==> config.mk <==
export PLATFORM = sky130hd
export DESIGN_NAME = iq_ddr_rx
export DESIGN_NICKNAME = d
export VERILOG_FILES = /design/src/rtl/iq_rx_pkg.sv /design/src/rtl/iq_ddr_lane.sv /design/src/rtl/iq_ddr_capture.sv /design/src/rtl/iq_valid_gen.sv /design/src/rtl/iq_ddr_rx.sv
export SDC_FILE = /design/constraint.sdc
export NUM_CORES = 1
export LEC_CHECK = 0
export ABC_AREA = 1
export BUFFER_PORTS_ARGS = -buffer_cell sky130_fd_sc_hd__buf_2
export CORE_ASPECT_RATIO = 1.5
export CORE_MARGIN = 5
export CORE_UTILIZATION = 40
export CTS_BUF_LIST = sky130_fd_sc_hd__clkbuf_8
export DETAILED_ROUTE_END_ITERATION = 12
export SETUP_SLACK_MARGIN = 0.2
export SLEW_MARGIN = 20
export SYNTH_ARGS = -nofsm -noshare
export SYNTH_HDL_FRONTEND = slang
export SYNTH_SLANG_ARGS = --single-unit
==> constraint.sdc <==
create_clock -name clk -period 2.1 [get_ports clk]
set_input_delay 0 -clock clk [delete_from_list [all_inputs] [get_ports clk]]
set_output_delay 0 -clock clk [all_outputs]
set_load 0.01 [all_outputs]
==> src/rtl/iq_rx_pkg.sv <==
package iq_rx_pkg;

  // Width of a counter that must reach the value n.
  function automatic int ctr_width(input int n);
    return (n < 2) ? 1 : $clog2(n + 1);
  endfunction

  // True once the number of non-reset edges seen reaches the warm-up depth.
  function automatic logic pair_ready(input int unsigned seen, input int unsigned need);
    return seen >= need;
  endfunction

endpackage

==> src/rtl/iq_ddr_lane.sv <==
module iq_ddr_lane (
  input  logic clk,
  input  logic rst,
  input  logic d,
  output logic rise_o,
  output logic fall_o,
  output logic early_o,
  output logic late_o
);
  logic rise_q, fall_q, early_q, late_q;

  // First capture stage on the rising edge.
  always_ff @(posedge clk) begin
    if (rst) rise_q <= 1'b0;
    else     rise_q <= d;
  end

  // Capture stage on the falling edge.
  always_ff @(negedge clk) begin
    if (rst) fall_q <= 1'b0;
    else     fall_q <= d;
  end

  // Pipelined same-edge stage: both halves of one period leave on one rising edge.
  always_ff @(posedge clk) begin
    if (rst) begin
      early_q <= 1'b0;
      late_q  <= 1'b0;
    end else begin
      early_q <= rise_q;
      late_q  <= fall_q;
    end
  end

  assign rise_o  = rise_q;
  assign fall_o  = fall_q;
  assign early_o = early_q;
  assign late_o  = late_q;
endmodule

==> src/rtl/iq_ddr_capture.sv <==
module iq_ddr_capture #(
  parameter int LANES = 15
) (
  input  logic             clk,
  input  logic             rst,
  input  logic [LANES-1:0] d,
  output logic [LANES-1:0] rise_word,
  output logic [LANES-1:0] fall_word,
  output logic [LANES-1:0] early_word,
  output logic [LANES-1:0] late_word
);
  for (genvar g = 0; g < LANES; g++) begin : g_lane
    iq_ddr_lane u_lane (
      .clk     (clk),
      .rst     (rst),
      .d       (d[g]),
      .rise_o  (rise_word[g]),
      .fall_o  (fall_word[g]),
      .early_o (early_word[g]),
      .late_o  (late_word[g])
    );
  end
endmodule

==> src/rtl/iq_valid_gen.sv <==
module iq_valid_gen #(
  parameter int WARMUP = 2
) (
  input  logic clk,
  input  logic rst,
  output logic primed,
  output logic valid
);
  import iq_rx_pkg::*;

  localparam int CW = ctr_width(WARMUP);
  localparam logic [CW-1:0] FULL = CW'(WARMUP);

  logic [CW-1:0] seen_q;

  always_ff @(posedge clk) begin
    if (rst)                seen_q <= '0;
    else if (seen_q != FULL) seen_q <= seen_q + 1'b1;
  end

  assign primed = (seen_q != '0);
  assign valid  = pair_ready(32'(seen_q), 32'(WARMUP));

  // the strobe drops after any reset edge
  a_r5_valid_clear: assert property (@(posedge clk) rst |=> !valid);
  // once high, the strobe stays high until reset
  a_r6_valid_hold: assert property (@(posedge clk) disable iff (rst) valid |=> valid);
  // the strobe never rises before a non-reset edge has primed the pipe
  a_r6_valid_after_prime: assert property (@(posedge clk) disable iff (rst)
    $rose(valid) |-> $past(primed));
endmodule

==> src/rtl/iq_ddr_rx.sv <==
module iq_ddr_rx #(
  parameter int DATA_W = 14,
  parameter int WARMUP = 2
) (
  input  logic              clk,
  input  logic              rst,
  input  logic [DATA_W-1:0] adc_data,
  input  logic              adc_ovr,
  output logic [DATA_W-1:0] i_out,
  output logic [DATA_W-1:0] q_out,
  output logic              or_i,
  output logic              or_q,
  output logic              pair_valid
);
  localparam int LANES = DATA_W + 1;

  logic [LANES-1:0] rise_word, fall_word, early_word, late_word;
  logic             primed;

  // The flag rides as the top lane of the same capture path.
  iq_ddr_capture #(.LANES(LANES)) u_cap (
    .clk        (clk),
    .rst        (rst),
    .d          ({adc_ovr, adc_data}),
    .rise_word  (rise_word),
    .fall_word  (fall_word),
    .early_word (early_word),
    .late_word  (late_word)
  );

  iq_valid_gen #(.WARMUP(WARMUP)) u_vld (
    .clk    (clk),
    .rst    (rst),
    .primed (primed),
    .valid  (pair_valid)
  );

  assign i_out = early_word[DATA_W-1:0];
  assign or_i  = early_word[DATA_W];
  assign q_out = late_word[DATA_W-1:0];
  assign or_q  = late_word[DATA_W];

  // the I half comes from the previous rising-edge capture
  a_r1_i_from_rise: assert property (@(posedge clk) disable iff (rst)
    primed |-> ({or_i, i_out} == $past(rise_word)));
  // the Q half comes from the falling-edge capture one rising edge earlier
  a_r2_q_from_fall: assert property (@(posedge clk) disable iff (rst)
    primed |-> ({or_q, q_out} == $past(fall_word)));
  // all outputs cleared after a reset edge
  a_r5_out_clear: assert property (@(posedge clk)
    rst |=> (i_out == '0 && q_out == '0 && !or_i && !or_q));
endmodule

# == After elaboration in Yosys (flattened, before gate mapping) ==
# Cells that the tools add are included.
# op_classes
addsub,1
multipliers,0
n_div,0
magnitude_cmp,1
eq_ne,1
shifts,0
mux,15
bitwise_logic,0
reduce_logical,0
# ops
operator,n
two-way mux 1 bit,15
"adder 2 x 1 -> 2 bit, second input constant",1
"greater-or-equal comparator 2 bit, second input constant",1
"!= test 2 bit, second input constant",1
# word_totals
ff_bits,62
latch_bits,0
ramBits,0
mem_bits_ro,0
in_bits,17
out_inout_bits,31
mem_count,0

# == Longest topological paths before layout ==
# logic_depth
depth_word,1
ltp_mapped,6
ltp_nobuf,6

# == Cells and area by module ==
# Synthesis repeated with hierarchy kept, for this count alone.
# hier_totals
cells_unflattened,183
hier_area_um2,1715.4
# by_module_without_submodules
mod,n_inst,cells_per_inst,area_each_um2,seq_area_each_um2
iq_ddr_lane,15,11,106.4,80.1
iq_valid_gen,1,18,120.1,40.0

==> flow_metrics.py <==
metrics = {
    "yosys": {
        "synthTopCellsByArea": "dfxtp_1 (65%), buf_4 (11%), inv_1 (9.6%)",
        "synth_cell_types": 8,
        "yosys.area.top_type": "dfxtp_1",
        "synth_area_um2": 1909,
        "synth.avg_cell_area_um2": 9.595,
        "yosysWarnings": 0,
        "syn_inst": 199,
        "yosysSeqAreaShare_pct": 65.01,
        "yosys.area.top_type_share_pct": 65.01,
        "ys_ff_latch": 62,
        "synth.net_count": 217,
    },
    "timing": {
        "final-setup-viol-count": 0,
        "finalMaxSlewViolations": 0,
        "slew_headroom_pct": 87.73,
        "finalHoldViolCount": 0,
        "max_slew.worst_pin.slew_ns": 0.1840,
        "setup_tns_ns": 0,
        "skew_ns": 0.04255,
        "rsz0062_at_grt": "false",
    },
    "setup_path": {
        "r2r_setup_slack_ns": 0.53,
        "critical_path.max_stage_delay_ns": 0.30,
        "crit_path_cell_trace": "inv_1, nor2_1",
        "cpMaxStageDelayCell": "dfxtp_1",
        "setup.worst_path.start": "u_cap.g_lane[7].u_lane.fall_o",
        "cp-start-kind": "flop",
        "critPathCaptureType": "flop",
        "crit_family": "flip-flops",
        "path_class": "reg2reg",
        "crit_fanout": 1,
        "cp_num_buf_inv": 1,
        "r2r_cells": 2,
        "cp-endpoint": "u_cap.g_lane[7].u_lane.late_o",
        "rr_endpoint": "u_cap.g_lane[7].u_lane.late_o",
        "crit_cells": 2,
        "worstPathRequired_ns": 2.36,
        "critPathArrivalTime_ns": 1.84,
        "rr_startpoint": "u_cap.g_lane[7].u_lane.fall_o",
    },
    "power_and_ir_drop": {
        "p_sw_share_pct": 20.88,
        "clockPowerShare_pct": 48.2,
        "p_comb_share_pct": 6.9,
        "vdd.ir_drop.worst_mv": 0.6517,
        "p_int_mw": 2.226,
        "leakage_nw": 1.320,
        "p_per_area_nw_per_um2": 1157,
        "seqPwrFrac_pct": 44.9,
        "p_sw_mw": 0.5873,
        "total_power_mw": 2.813,
    },
    "cts": {
        "postCtsSetupBuffers": 0,
        "clock_latency_ns": 0.36,
        "clock_tree.buffer_depth": 2,
        "cts-root-buf": "clkbuf_8",
        "cts_tree": "yes",
        "numCtsBuffers": 9,
        "cts_sinks": 62,
        "clk_pin_slew_ns": 0.06,
        "cts_max_level": 3,
        "cts.repair.resized": 0,
    },
    "global_routing": {
        "grt_max_degree": 47,
        "gr-total-overflow": 0,
        "antenna_found_initial": 0,
        "track_usage_pct": 9.909,
        "grt_pass1_vias": 1048,
        "grt_pass1_wl_um": 4333,
    },
    "layout": {
        "n_antenna_cell": 0,
        "multi_input_area_um2": 217.7,
        "area_delta_synth_final_pct": 27.33,
        "seqCellArea_um2": 1241,
        "layout_commonest_cell": "inv_1",
        "layout_common_cells": "inv_1 (64), dfxtp_1 (62), nor2_1 (49)",
        "finalNetCount": 272,
        "drive_above_1_share_pct": 24.71,
        "fill_cells": 461,
    },
    "floorplanning": {
        "die_x_um": 66.41,
        "num_rows": 30,
        "dieArea_um2": 6283,
        "core_area_um2": 4579,
        "start_util_pct": 41.69,
        "die_height_um": 94.62,
        "pin_count": 48,
    },
    "worst_hold_path": {
        "hold_path.startpoint": "rst",
        "hp-class": "in2reg",
    },
    "detailed_routing": {
        "routedWlPerCell_um": 7.703,
        "drt_iter0_markers": 51,
        "ant_nets": 0,
        "via_per_inst": 3.554,
        "drc": 0,
        "vias": 1148,
        "wl_um": 2488,
        "drtPass1Iterations": 4,
    },
    "placement": {
        "dp.final_hpwl_um": 1602,
        "gp_congestion": 0.6415,
        "io_buffers": 47,
    },
    "flow_run": {
        "max-cap-violations": 0,
    },
    "run_status": {
        "outcome": "complete, no violations",
    },
}
==> cells in the mapped netlist, drive strengths merged <==
| library cell | instances |
|---|---|
| nor2 | 49 |
| ha | 1 |
| or2 | 1 |
| inv | 49 |
| nand2 | 4 |
| dfxtp | 62 |
| buf | 33 |
==> kinds of logic after synthesis <==
logic type / synth area share [%]
DFF: 65.01
adders and majority gates: 0.6552
buffers and inverters: 23.59
and+or+nand+nor: 10.75
==> worst min-delay path: stages <==
cell and delay, ns:
buf_2 0.10, buf_12 0.20, nor2_1 0.07
==> flip-flops by register name, summed over array words and instances, names as in the netlist <==
name	count
u_cap.g_lane.u_lane.early_o	15
u_cap.g_lane.u_lane.rise_o	15
u_cap.g_lane.u_lane.fall_o	15
u_cap.g_lane.u_lane.late_o	15
u_vld.seen_q	2
==> layer usage <==
layer | track usage (%) | part of all wire [%]
met5 | 0 | 0
met4 | 8.644 | 3.5
met3 | 5.357 | 8.2
met2 | 16.07 | 53
met1 | 8.595 | 35
==> through the flow <==
stage / cell area (um^2) / std cells / setup WS (ns) / hold slack [ns] / util [%]
after detailed placement: 1978 / 278 / 0.5172 / 0.2239 / 43.20
final: 2431 / 323 / 0.5261 / 0.08718 / 53.09
after global routing: 2431 / 323 / 0.4726 / 0.09970 / 53.09
after floorplan: 1909 / 199 / 0.6014 / 0.1157 / -
after CTS: 2431 / 323 / 0.5207 / 0.07886 / 53.09
after global placement: 1978 / 278 / 0.5266 / 0.2217 / 43.20
==> power by group through the flow <==
stage | Clock [mW] | Combinational, mW | Sequential, mW
finish | 1.35 | 0.194 | 1.26
global route | 1.47 | 0.231 | 1.27
CTS | 1.40 | 0.199 | 1.26
detailed placement | 0.0467 | 0.177 | 1.29
global placement | 0.0467 | 0.170 | 1.29
floorplan | 0.0467 | 0.147 | 1.29
==> area by class of cell <==
cell class	instances	share of cell area (%)
repair buffers	63	16.68
well taps	64	3.294
multi-input cells	55	8.955
inverters	48	7.411
flip-flops and latches	62	51.06
clock buffers	11	6.227
clock inverters	20	6.382
==> what timing repair did <==
item / in CTS / in global routing
hold endpoints to repair: 15 / 0
hold buffers: 15 / 0
setup endpoints to repair: 0 / 0
==> worst min path at each step <==
stage,cells after the start,to
6_report,3,u_cap.g_lane[13].u_lane.early_o
4_1_cts,3,u_cap.g_lane[14].u_lane.early_o
2_1_floorplan,2,u_cap.g_lane[0].u_lane.rise_o
3_3_place_gp,3,u_cap.g_lane[1].u_lane.rise_o
3_5_place_dp,3,u_cap.g_lane[13].u_lane.rise_o
5_1_grt,3,u_cap.g_lane[1].u_lane.late_o
Note: power is estimated with default switching activity, not from simulation.
